[src/rtl/clkdiv_pkg.sv]
package clkdiv_pkg;

    // Passthrough gate state, updated on input falling edges.
    typedef enum logic {
        GATE_OFF = 1'b0,
        GATE_ON  = 1'b1
    } gate_state_t;

endpackage

[src/rtl/clkdiv_relsync.sv]
// Falling-edge release synchronizer: clears at once when rst_dis_n falls,
// releases after SYNC_STAGES falling edges of clk_in.
module clkdiv_relsync #(
    parameter int SYNC_STAGES = 2
) (
    input  logic clk_in,
    input  logic rst_dis_n,
    output logic rel_n
);

    logic [SYNC_STAGES-1:0] chain_q;

    always_ff @(negedge clk_in or negedge rst_dis_n) begin
        if (!rst_dis_n) begin
            chain_q <= '0;
        end else begin
            chain_q[0] <= 1'b1;
            for (int i = 1; i < SYNC_STAGES; i++) begin
                chain_q[i] <= chain_q[i-1];
            end
        end
    end

    assign rel_n = chain_q[SYNC_STAGES-1];

endmodule

[src/rtl/clkdiv_gate.sv]
// Passthrough gate: two-state machine on the falling edge, so the enable
// only changes while the input clock is low and no runt pulse can form.
module clkdiv_gate
    import clkdiv_pkg::*;
(
    input  logic        clk_in,
    input  logic        rel_n,
    output gate_state_t gate_st,
    output logic        pass_p,
    output logic        pass_n
);

    gate_state_t state_q;
    gate_state_t state_d;
    logic        open_w;

    // State register.
    always_ff @(negedge clk_in) begin
        state_q <= state_d;
    end

    // Transitions: "open" and "close".
    always_comb begin
        state_d = state_q;
        unique case (state_q)
            GATE_OFF: state_d = rel_n ? GATE_ON : GATE_OFF;
            GATE_ON:  state_d = rel_n ? GATE_ON : GATE_OFF;
            default:  state_d = GATE_OFF;
        endcase
    end

    // Outputs.
    always_comb begin
        unique case (state_q)
            GATE_ON:  open_w = 1'b1;
            GATE_OFF: open_w = 1'b0;
            default:  open_w = 1'b0;
        endcase
        pass_p = clk_in & open_w;
        pass_n = ~pass_p;
    end

    assign gate_st = state_q;

endmodule

[src/rtl/clkdiv_counter.sv]
// Binary divider counter with select held until count zero and one output
// flop per divided copy.
module clkdiv_counter #(
    parameter int             SEL_W       = 2,
    parameter int             NUM_COPIES  = 2,
    parameter logic [SEL_W-1:0] SEL_DEFAULT = '1
) (
    input  logic                     clk_in,
    input  logic                     rst_dis_n,
    input  logic                     run,
    input  logic [SEL_W-1:0]         sel,
    output logic [(2**SEL_W)-1:0]    cnt_q,
    output logic [SEL_W-1:0]         sel_act,
    output logic [NUM_COPIES-1:0]    div_q
);

    localparam int CNT_W = 2**SEL_W;

    logic [CNT_W-1:0] cnt_nxt;
    logic [SEL_W-1:0] sel_nxt;
    logic             bit_nxt;
    logic             at_zero;

    always_comb begin
        at_zero = (cnt_q == '0);
        cnt_nxt = cnt_q + CNT_W'(1);
        sel_nxt = at_zero ? sel : sel_act;
        bit_nxt = cnt_nxt[sel_nxt];
    end

    always_ff @(posedge clk_in or negedge rst_dis_n) begin
        if (!rst_dis_n) begin
            cnt_q   <= '0;
            sel_act <= SEL_DEFAULT;
        end else if (run) begin
            cnt_q   <= cnt_nxt;
            sel_act <= sel_nxt;
        end
    end

    for (genvar g = 0; g < NUM_COPIES; g++) begin : g_copy
        always_ff @(posedge clk_in or negedge rst_dis_n) begin
            if (!rst_dis_n) begin
                div_q[g] <= 1'b0;
            end else if (run) begin
                div_q[g] <= bit_nxt;
            end
        end
    end

endmodule

[src/rtl/clkdiv_fanout.sv]
// Selectable clock divider with a gated passthrough bank.
module clkdiv_fanout
    import clkdiv_pkg::*;
#(
    parameter int               SEL_W       = 2,
    parameter int               NUM_COPIES  = 2,
    parameter int               SYNC_STAGES = 2,
    parameter logic [SEL_W-1:0] SEL_DEFAULT = '1
) (
    input  logic                  clk_in,
    input  logic                  rst_dis_n,
    input  logic [SEL_W-1:0]      sel,
    output logic                  pass_p,
    output logic                  pass_n,
    output logic [NUM_COPIES-1:0] div_p,
    output logic [NUM_COPIES-1:0] div_n
);

    localparam int CNT_W = 2**SEL_W;

    logic             rel_n;
    gate_state_t      gate_st;
    logic             run;
    logic [CNT_W-1:0] cnt_q;
    logic [SEL_W-1:0] sel_act;
    logic [NUM_COPIES-1:0] div_q;

    clkdiv_relsync #(
        .SYNC_STAGES(SYNC_STAGES)
    ) relsync_i (
        .clk_in   (clk_in),
        .rst_dis_n(rst_dis_n),
        .rel_n    (rel_n)
    );

    clkdiv_gate gate_i (
        .clk_in (clk_in),
        .rel_n  (rel_n),
        .gate_st(gate_st),
        .pass_p (pass_p),
        .pass_n (pass_n)
    );

    // The counter steps only once the passthrough is open, so both banks
    // start on the same rising edge.
    assign run = (gate_st == GATE_ON);

    clkdiv_counter #(
        .SEL_W      (SEL_W),
        .NUM_COPIES (NUM_COPIES),
        .SEL_DEFAULT(SEL_DEFAULT)
    ) counter_i (
        .clk_in   (clk_in),
        .rst_dis_n(rst_dis_n),
        .run      (run),
        .sel      (sel),
        .cnt_q    (cnt_q),
        .sel_act  (sel_act),
        .div_q    (div_q)
    );

    for (genvar g = 0; g < NUM_COPIES; g++) begin : g_out
        assign div_p[g] = div_q[g];
        assign div_n[g] = ~div_q[g];
    end

endmodule

[config.mk]
export PLATFORM = sky130hd
export DESIGN_NAME = clkdiv_fanout
export DESIGN_NICKNAME = d
export VERILOG_FILES = /design/src/rtl/clkdiv_pkg.sv /design/src/rtl/clkdiv_relsync.sv /design/src/rtl/clkdiv_gate.sv /design/src/rtl/clkdiv_counter.sv /design/src/rtl/clkdiv_fanout.sv
export SDC_FILE = /design/constraint.sdc
export NUM_CORES = 1
export LEC_CHECK = 0
export ABC_CLOCK_PERIOD_IN_PS = 3400
export BUFFER_PORTS_ARGS = -buffer_cell sky130_fd_sc_hd__clkbuf_2
export CAP_MARGIN = 20
export CORE_UTILIZATION = 38
export CTS_BUF_LIST = sky130_fd_sc_hd__clkbuf_16
export CTS_CLUSTER_DIAMETER = 200
export CTS_CLUSTER_SIZE = 12
export DETAILED_ROUTE_END_ITERATION = 10
export GPL_ROUTABILITY_DRIVEN = 0
export GPL_TIMING_DRIVEN = 1
export SYNTH_ARGS = -nofsm -noshare
export SYNTH_HDL_FRONTEND = slang
export SYNTH_SLANG_ARGS = --single-unit
[constraint.sdc]
create_clock -name clk_in -period 3.4 [get_ports clk_in]
set_input_delay 0.17 -clock clk_in [delete_from_list [all_inputs] [get_ports clk_in]]
set_output_delay 0.17 -clock clk_in [all_outputs]
set_load 0.1 [all_outputs]
# Word level (Yosys, flattened, before mapping)
# Cells that the tools add are included.
[totals] register_bits=10 out_inout_bits=6 word_cells=17
[op_classes] n_lt_le_gt_ge=1 bitwise_logic=4 n_mux=5 n_reduce_logical=1 addsub=1
[ops] cell="4-bit by 1-bit adder with 4-bit output, second input constant" count=1
[ops] cell="4-bit zero test" count=1
[ops] cell="2-bit by 3-bit less-than comparator with 1-bit output, second input constant" count=1
[ops] cell="1-bit inverter" count=3
[ops] cell="1-bit binary-select mux with 2-bit select" count=1
[ops] cell="1-bit 2-to-1 mux" count=2
[ops] cell="2-bit 2-to-1 mux" count=1
[ops] cell="1-bit case mux with 2 select lines" count=1
[ops] cell="1-bit AND" count=1

# Depth between registers and ports, before layout
# Gate-level depths: netlist of run 1.
[logic_depth] ltp_word=4 depth_mapped=6 ltp_nobuf=6

# By module
# Synthesis of run 1 repeated with hierarchy kept, for this count alone.
[hier_totals] cells_unflattened=47 area_unflattened_um2=513.0
[modules_own_cells] mod="clkdiv_counter" cells_each=38 seq_area_each_um2=177.7 instances=1 area_each_um2=417.9
[modules_own_cells] mod="clkdiv_relsync" cells_each=3 seq_area_each_um2=50.0 instances=1 area_each_um2=53.8
[modules_own_cells] mod="clkdiv_gate" cells_each=4 seq_area_each_um2=20.0 instances=1 area_each_um2=33.8
[modules_own_cells] mod="clkdiv_fanout" cells_each=2 seq_area_each_um2=0.0 instances=1 area_each_um2=7.5

==> results.toml, run 1 <==
[clocking]
clk_pin_slew_ns = 0.06
clkLatencyLatePin_ns = 0.46
tritoncts = "yes"

[sta]
final_max_slew_viol_count = 0
slew-limit-headroom_pct = 64.13
setup_tns_ns = 0
worst_pin_slew_ns = 0.5404
fin_ws_ns = 0.07403
hold_viol = 0
skew_ns = 0.1142
rsz0062_at_grt = "no"
finalSetupViolCount = 0

[critical_path]
path_buf_inv = 3
crit_family = "buffers and inverters"
worst_setup_path_end_kind = "output port"
critPathKind = "flop to output port"
critPathMostFrequentCell = "clkbuf_16"
slowest_delay_ns = 0.35
cp_cell_sequence = "nand2_4, clkbuf_16, clkbuf_16, clkbuf_4"
cpMaxStageDelayCell = "dfxtp_4"
path_depth = 4
critPathRequiredTime_ns = 3.23
worst-path-max-fanout = 2
worst_r2r_path_depth = 4
cp_data_arrival_time_ns = 3.16
start_kind = "flop"

[synthesis]
ys_warn_count = 0
synth.net_count = 62
synth-seq-cells = 10
synth_top_cell_by_area = "dfrtp_1"
yosysUniqueCellTypes = 30
syn_area_um2 = 569.3
synth.top_cells.by_area = "dfrtp_1, dfstp_2, dfrtn_1"
synth_cells = 56
synth-main-ff-cell = "dfrtp_1"
yosysTopAreaCellShare_pct = 21.98
seq_area_frac_synth_pct = 43.52
synth_area_per_cell_um2 = 10.17
synth-edff-count = 0
synthArstFlopShare_pct = 90.00

[finish]
nNetsFinal = 84
finalInstanceArea_um2 = 993.5
fillers = 82
syn_to_final_growth_pct = 74.51
drive_above_1_share_pct = 45.45
diodes = 0
final_common_cell = "clkbuf_16"
fin_cells = 92
most-common-layout-cells = "clkbuf_16, clkbuf_2, inv_1, dfrtp_1"

[detailed_routing]
wire_per_inst_um = 15.52
vias = 498
drc = 0
wl_mm = 1.428
routed_via_density = 5.413
ant_nets = 0
drt_iter0_markers = 15
dr.pass1.iters = 4

[place]
place_area_um2 = 615.6
place_ws_ns = 0.4126
hpwl_um = 704.2
place_inst = 76
io_buffers = 9

[grt]
grt_overflow = 0
first_global_vias = 537
grt_pass1_wl_mm = 2.194
grt_usage_pct = 25.09
antenna_found_initial = 0
grt_max_degree = 10

[floorplan]
dieArea_um2 = 1657
start_util_pct = 42.17
ios = 10
row_count = 13
dieHeight_um = 40.71
coreArea_um2 = 1350
die_w_um = 40.71

[min_path]
min_path_cells = 2
hp-class = "input pin to flop"

[run_status]
status = "complete, no violations"

[run]
cap_violations = 0
==> metal layers <==
metal  vias to the layer above  part of all wire (%)  GRT usage [%]
li1                        230                     -              -
met1                       222                    37          19.53
met2                        36                    45          31.75
met3                        10                    12          23.91
met4                         0                   6.4          31.67
met5                         -                     0              0
==> synth_stat cells (2+ instances only) <==
master,number
ha_1,2
dfstp_2,2
mux2_2,2
a21oi_1,2
xnor2_1,2
nor2b_1,2
nand2b_1,4
nand2_1,5
inv_1,6
dfrtp_1,5
buf_4,2
dfrtn_1,2
o21ai_0,3
==> sequential cells by signal, summed over array words and instances, names as in the netlist <==
name               cells
counter_i.cnt_q        4
counter_i.sel_act      2
counter_i.div_q        1
gate_i.gate_st         1
relsync_i.chain_q      2
==> what timing repair did <==
| item | in CTS | in global routing |
|---|---|---|
| setup buffers | 1 | 0 |
| endpoints found under the setup margin | 3 | 0 |
| resized for setup | 7 | 0 |
| hold endpoints to repair | 7 | 0 |
| hold buffers | 1 | 0 |
==> cell families (layout without fill, tap and decap cells) <==
group | Yosys count | count (layout) | share of synthesized area (%)
and+or+nand+nor | 15 | 15 | 16.70
AOI/OAI and AO/OA | 12 | 12 | 15.39
DFF | 10 | 10 | 43.52
buffers and inverters | 10 | 31 | 8.129
xor gates and xnor gates | 3 | 3 | 4.616
muxes | 3 | 3 | 6.592
adders and majority gates | 2 | 2 | 4.395
other | 1 | 1 | 0.6587
==> metrics by stage <==
stage	hold slack [ns]	utilization [%]
2_1_floorplan	-0.1256	-
3_3_place_gp	0.03395	45.60
3_5_place_dp	0.03586	45.60
4_1_cts	0.07301	73.59
5_1_grt	0.08170	73.59
6_report	0.07381	73.59
==> final cells by class <==
| cell class | instances | area, um2 | share of cell area, % |
|---|---|---|---|
| well taps | 15 | 18.77 | 1.889 |
| repair buffers | 9 | 52.55 | 5.290 |
| clock buffers | 15 | 357.8 | 36.02 |
| clock inverters | 3 | 15.01 | 1.511 |
| flip-flops and latches | 10 | 251.5 | 25.31 |
| inverters | 4 | 15.01 | 1.511 |
| multi-input cells | 36 | 282.8 | 28.46 |
==> worst paths after layout <==
| check | to | startpoint | slack (ns) |
|---|---|---|---|
| max in group asynchronous | relsync_i.chain_q[1] | rst_dis_n | 1.44 |
| hold / removal | counter_i.sel_act[1] | sel[1] | 0.07 |
| min in group asynchronous | counter_i.div_q[1] | rst_dis_n | 0.21 |
| setup / recovery | pass_n | gate_i.gate_st | 0.07 |
| hold reg to reg | relsync_i.chain_q[1] | relsync_i.chain_q[0] | 0.30 |
| setup reg to reg | counter_i.div_q[1] | gate_i.gate_st | 0.30 |
Power of run 1 is left out: the tool's default activity adds up to more than one toggle a clock period on the data nets, which glitch-free logic cannot reach.
==> inputs of run 2 (changes only) <==
ABC_CLOCK_PERIOD_IN_PS = 3300   (was 3400)
clock period = 3.3 ns   (was 3.4 ns; I/O delays follow)
==> results.toml, run 2 (synthesized netlist as in run 1, its figures left out) <==
[run_status]
status = "complete, no violations"

[finish]
fillers = 88
largest_reg_flops = 4
largest_register = "counter_i.cnt_q"
most-common-layout-cells = "clkbuf_16, clkbuf_2, inv_1, dfrtp_1"
nNetsFinal = 86
drive_above_1_share_pct = 46.84
fin_cells = 94
final_common_cell = "clkbuf_16"
syn_to_final_growth_pct = 77.14
multi_input_area_um2 = 282.8
final_util_pct = 74.70
diodes = 0
regArea_um2 = 251.5
reg.largest.list = "counter_i.cnt_q: 4 flops, counter_i.sel_act: 2 flops, relsync_i.chain_q: 2 flops"

[clocking]
clkLatencyLatePin_ns = 0.48
clk_pin_slew_ns = 0.08
tritoncts = "yes"

[detailed_routing]
dr.pass1.iters = 4
vias = 523
ant_nets = 0
routed_via_density = 5.564
drt_iter0_markers = 6
drc = 0
wl_mm = 1.598
wire_per_inst_um = 17.00

[sta]
rsz0062_at_grt = "no"
slew-limit-headroom_pct = 64.25
final_max_slew_viol_count = 0
skew_ns = 0.1321
finalSetupViolCount = 0
hold_viol = 0
worst_pin_slew_ns = 0.5386

[grt]
antenna_found_initial = 0
grt_max_degree = 10
first_global_vias = 585
grt_pass1_wl_mm = 2.525
grt_usage_pct = 29.78
grt_overflow = 0

[critical_path]
critPathRequiredTime_ns = 3.13
critPathMostFrequentCell = "clkbuf_16"
cp_data_arrival_time_ns = 3.09
worst-path-max-fanout = 2
reg2reg_slack_ns = 0.19
worst_setup_path_end_kind = "output port"
crit_path_start = "gate_i.gate_st"
crit-reg2reg-capture = "counter_i.sel_act[0]"
start_kind = "flop"
cp_cell_sequence = "nand2_4, clkbuf_16, clkbuf_16, clkinvlp_4, clkbuf_16"
slowest_delay_ns = 0.37
cpMaxStageDelayCell = "dfxtp_4"
worst_r2r_path_depth = 5
critPathKind = "flop to output port"
reg2reg_from = "gate_i.gate_st"

[floorplan]
coreArea_um2 = 1350
ios = 10
dieArea_um2 = 1657
start_util_pct = 42.17
die_w_um = 40.71
dieHeight_um = 40.71
row_count = 13

[place]
hpwl_um = 722.8
place_inst = 77
io_buffers = 9

[min_path]
hold_path_end = "counter_i.sel_act[1]"
min_path_cells = 2
min_from = "sel[1]"
hp-class = "input pin to flop"

[run]
cap_violations = 0
-- run 2: changes by cell type in the layout (fill, tap and decap cells not counted) --
cell      previous run  this run
clkbuf_4             1         0
buf_4                1         4
-- run 2: layer usage --
| metal | GRT usage [%] | part of all wire (%) | vias up |
|---|---|---|---|
| li1 | - | - | 237 |
| met1 | 22.18 | 38 | 244 |
| met4 | 38.33 | 4.5 | 0 |
| met3 | 32.07 | 9.3 | 8 |
| met5 | 0 | 0 | - |
| met2 | 35.71 | 48 | 34 |
-- run 2: cell type report --
type | instances | area share (%)
clock inverter | 3 | 1.489
timing repair buffer | 11 | 6.700
multi-input combinational | 36 | 28.04
clock buffer | 15 | 35.48
tap | 15 | 1.861
sequential | 10 | 24.94
inverter | 4 | 1.489
-- run 2: worst max path at each step --
stage,cells after the start,end,slack (ns)
global placement,3,pass_p,0.53
detailed placement,3,counter_i.div_q[1],0.51
floorplan,3,pass_p,0.16
global route,5,pass_p,0.02
CTS,6,pass_p,-0.03
finish,5,pass_p,0.04
-- run 2: critical path: cells and delay by family, from the launching register on --
| kind | cells | cell delay (ns) |
|---|---|---|
| DFF | 1 | 0.37 |
| and+or+nand+nor | 1 | 0.07 |
| buffers and inverters | 4 | 0.52 |
-- run 2: through the flow --
step	hold slack (ns)	setup slack, ns	instance area [um2]	TNS (ns)
after floorplan	-0.1306	0.1646	580.6	0
after global placement	0.03177	0.5326	628.1	0
after detailed placement	0.03211	0.5056	628.1	0
after CTS	0.1058	-0.03305	1026	-0.03305
after global routing	0.09554	0.01829	1008	0
final	0.08635	0.04172	1008	0
-- run 2: repair_timing --
| item | 4_1_cts | 5_1_grt |
|---|---|---|
| pin swaps | 0 | 1 |
| endpoints found under the hold margin | 7 | 0 |
| setup endpoints to repair | 3 | 3 |
| gates resized for setup | 6 | 1 |
| hold buffers | 1 | 0 |
| buffers inserted | 1 | 1 |
Power of run 2 is left out for the same reason.
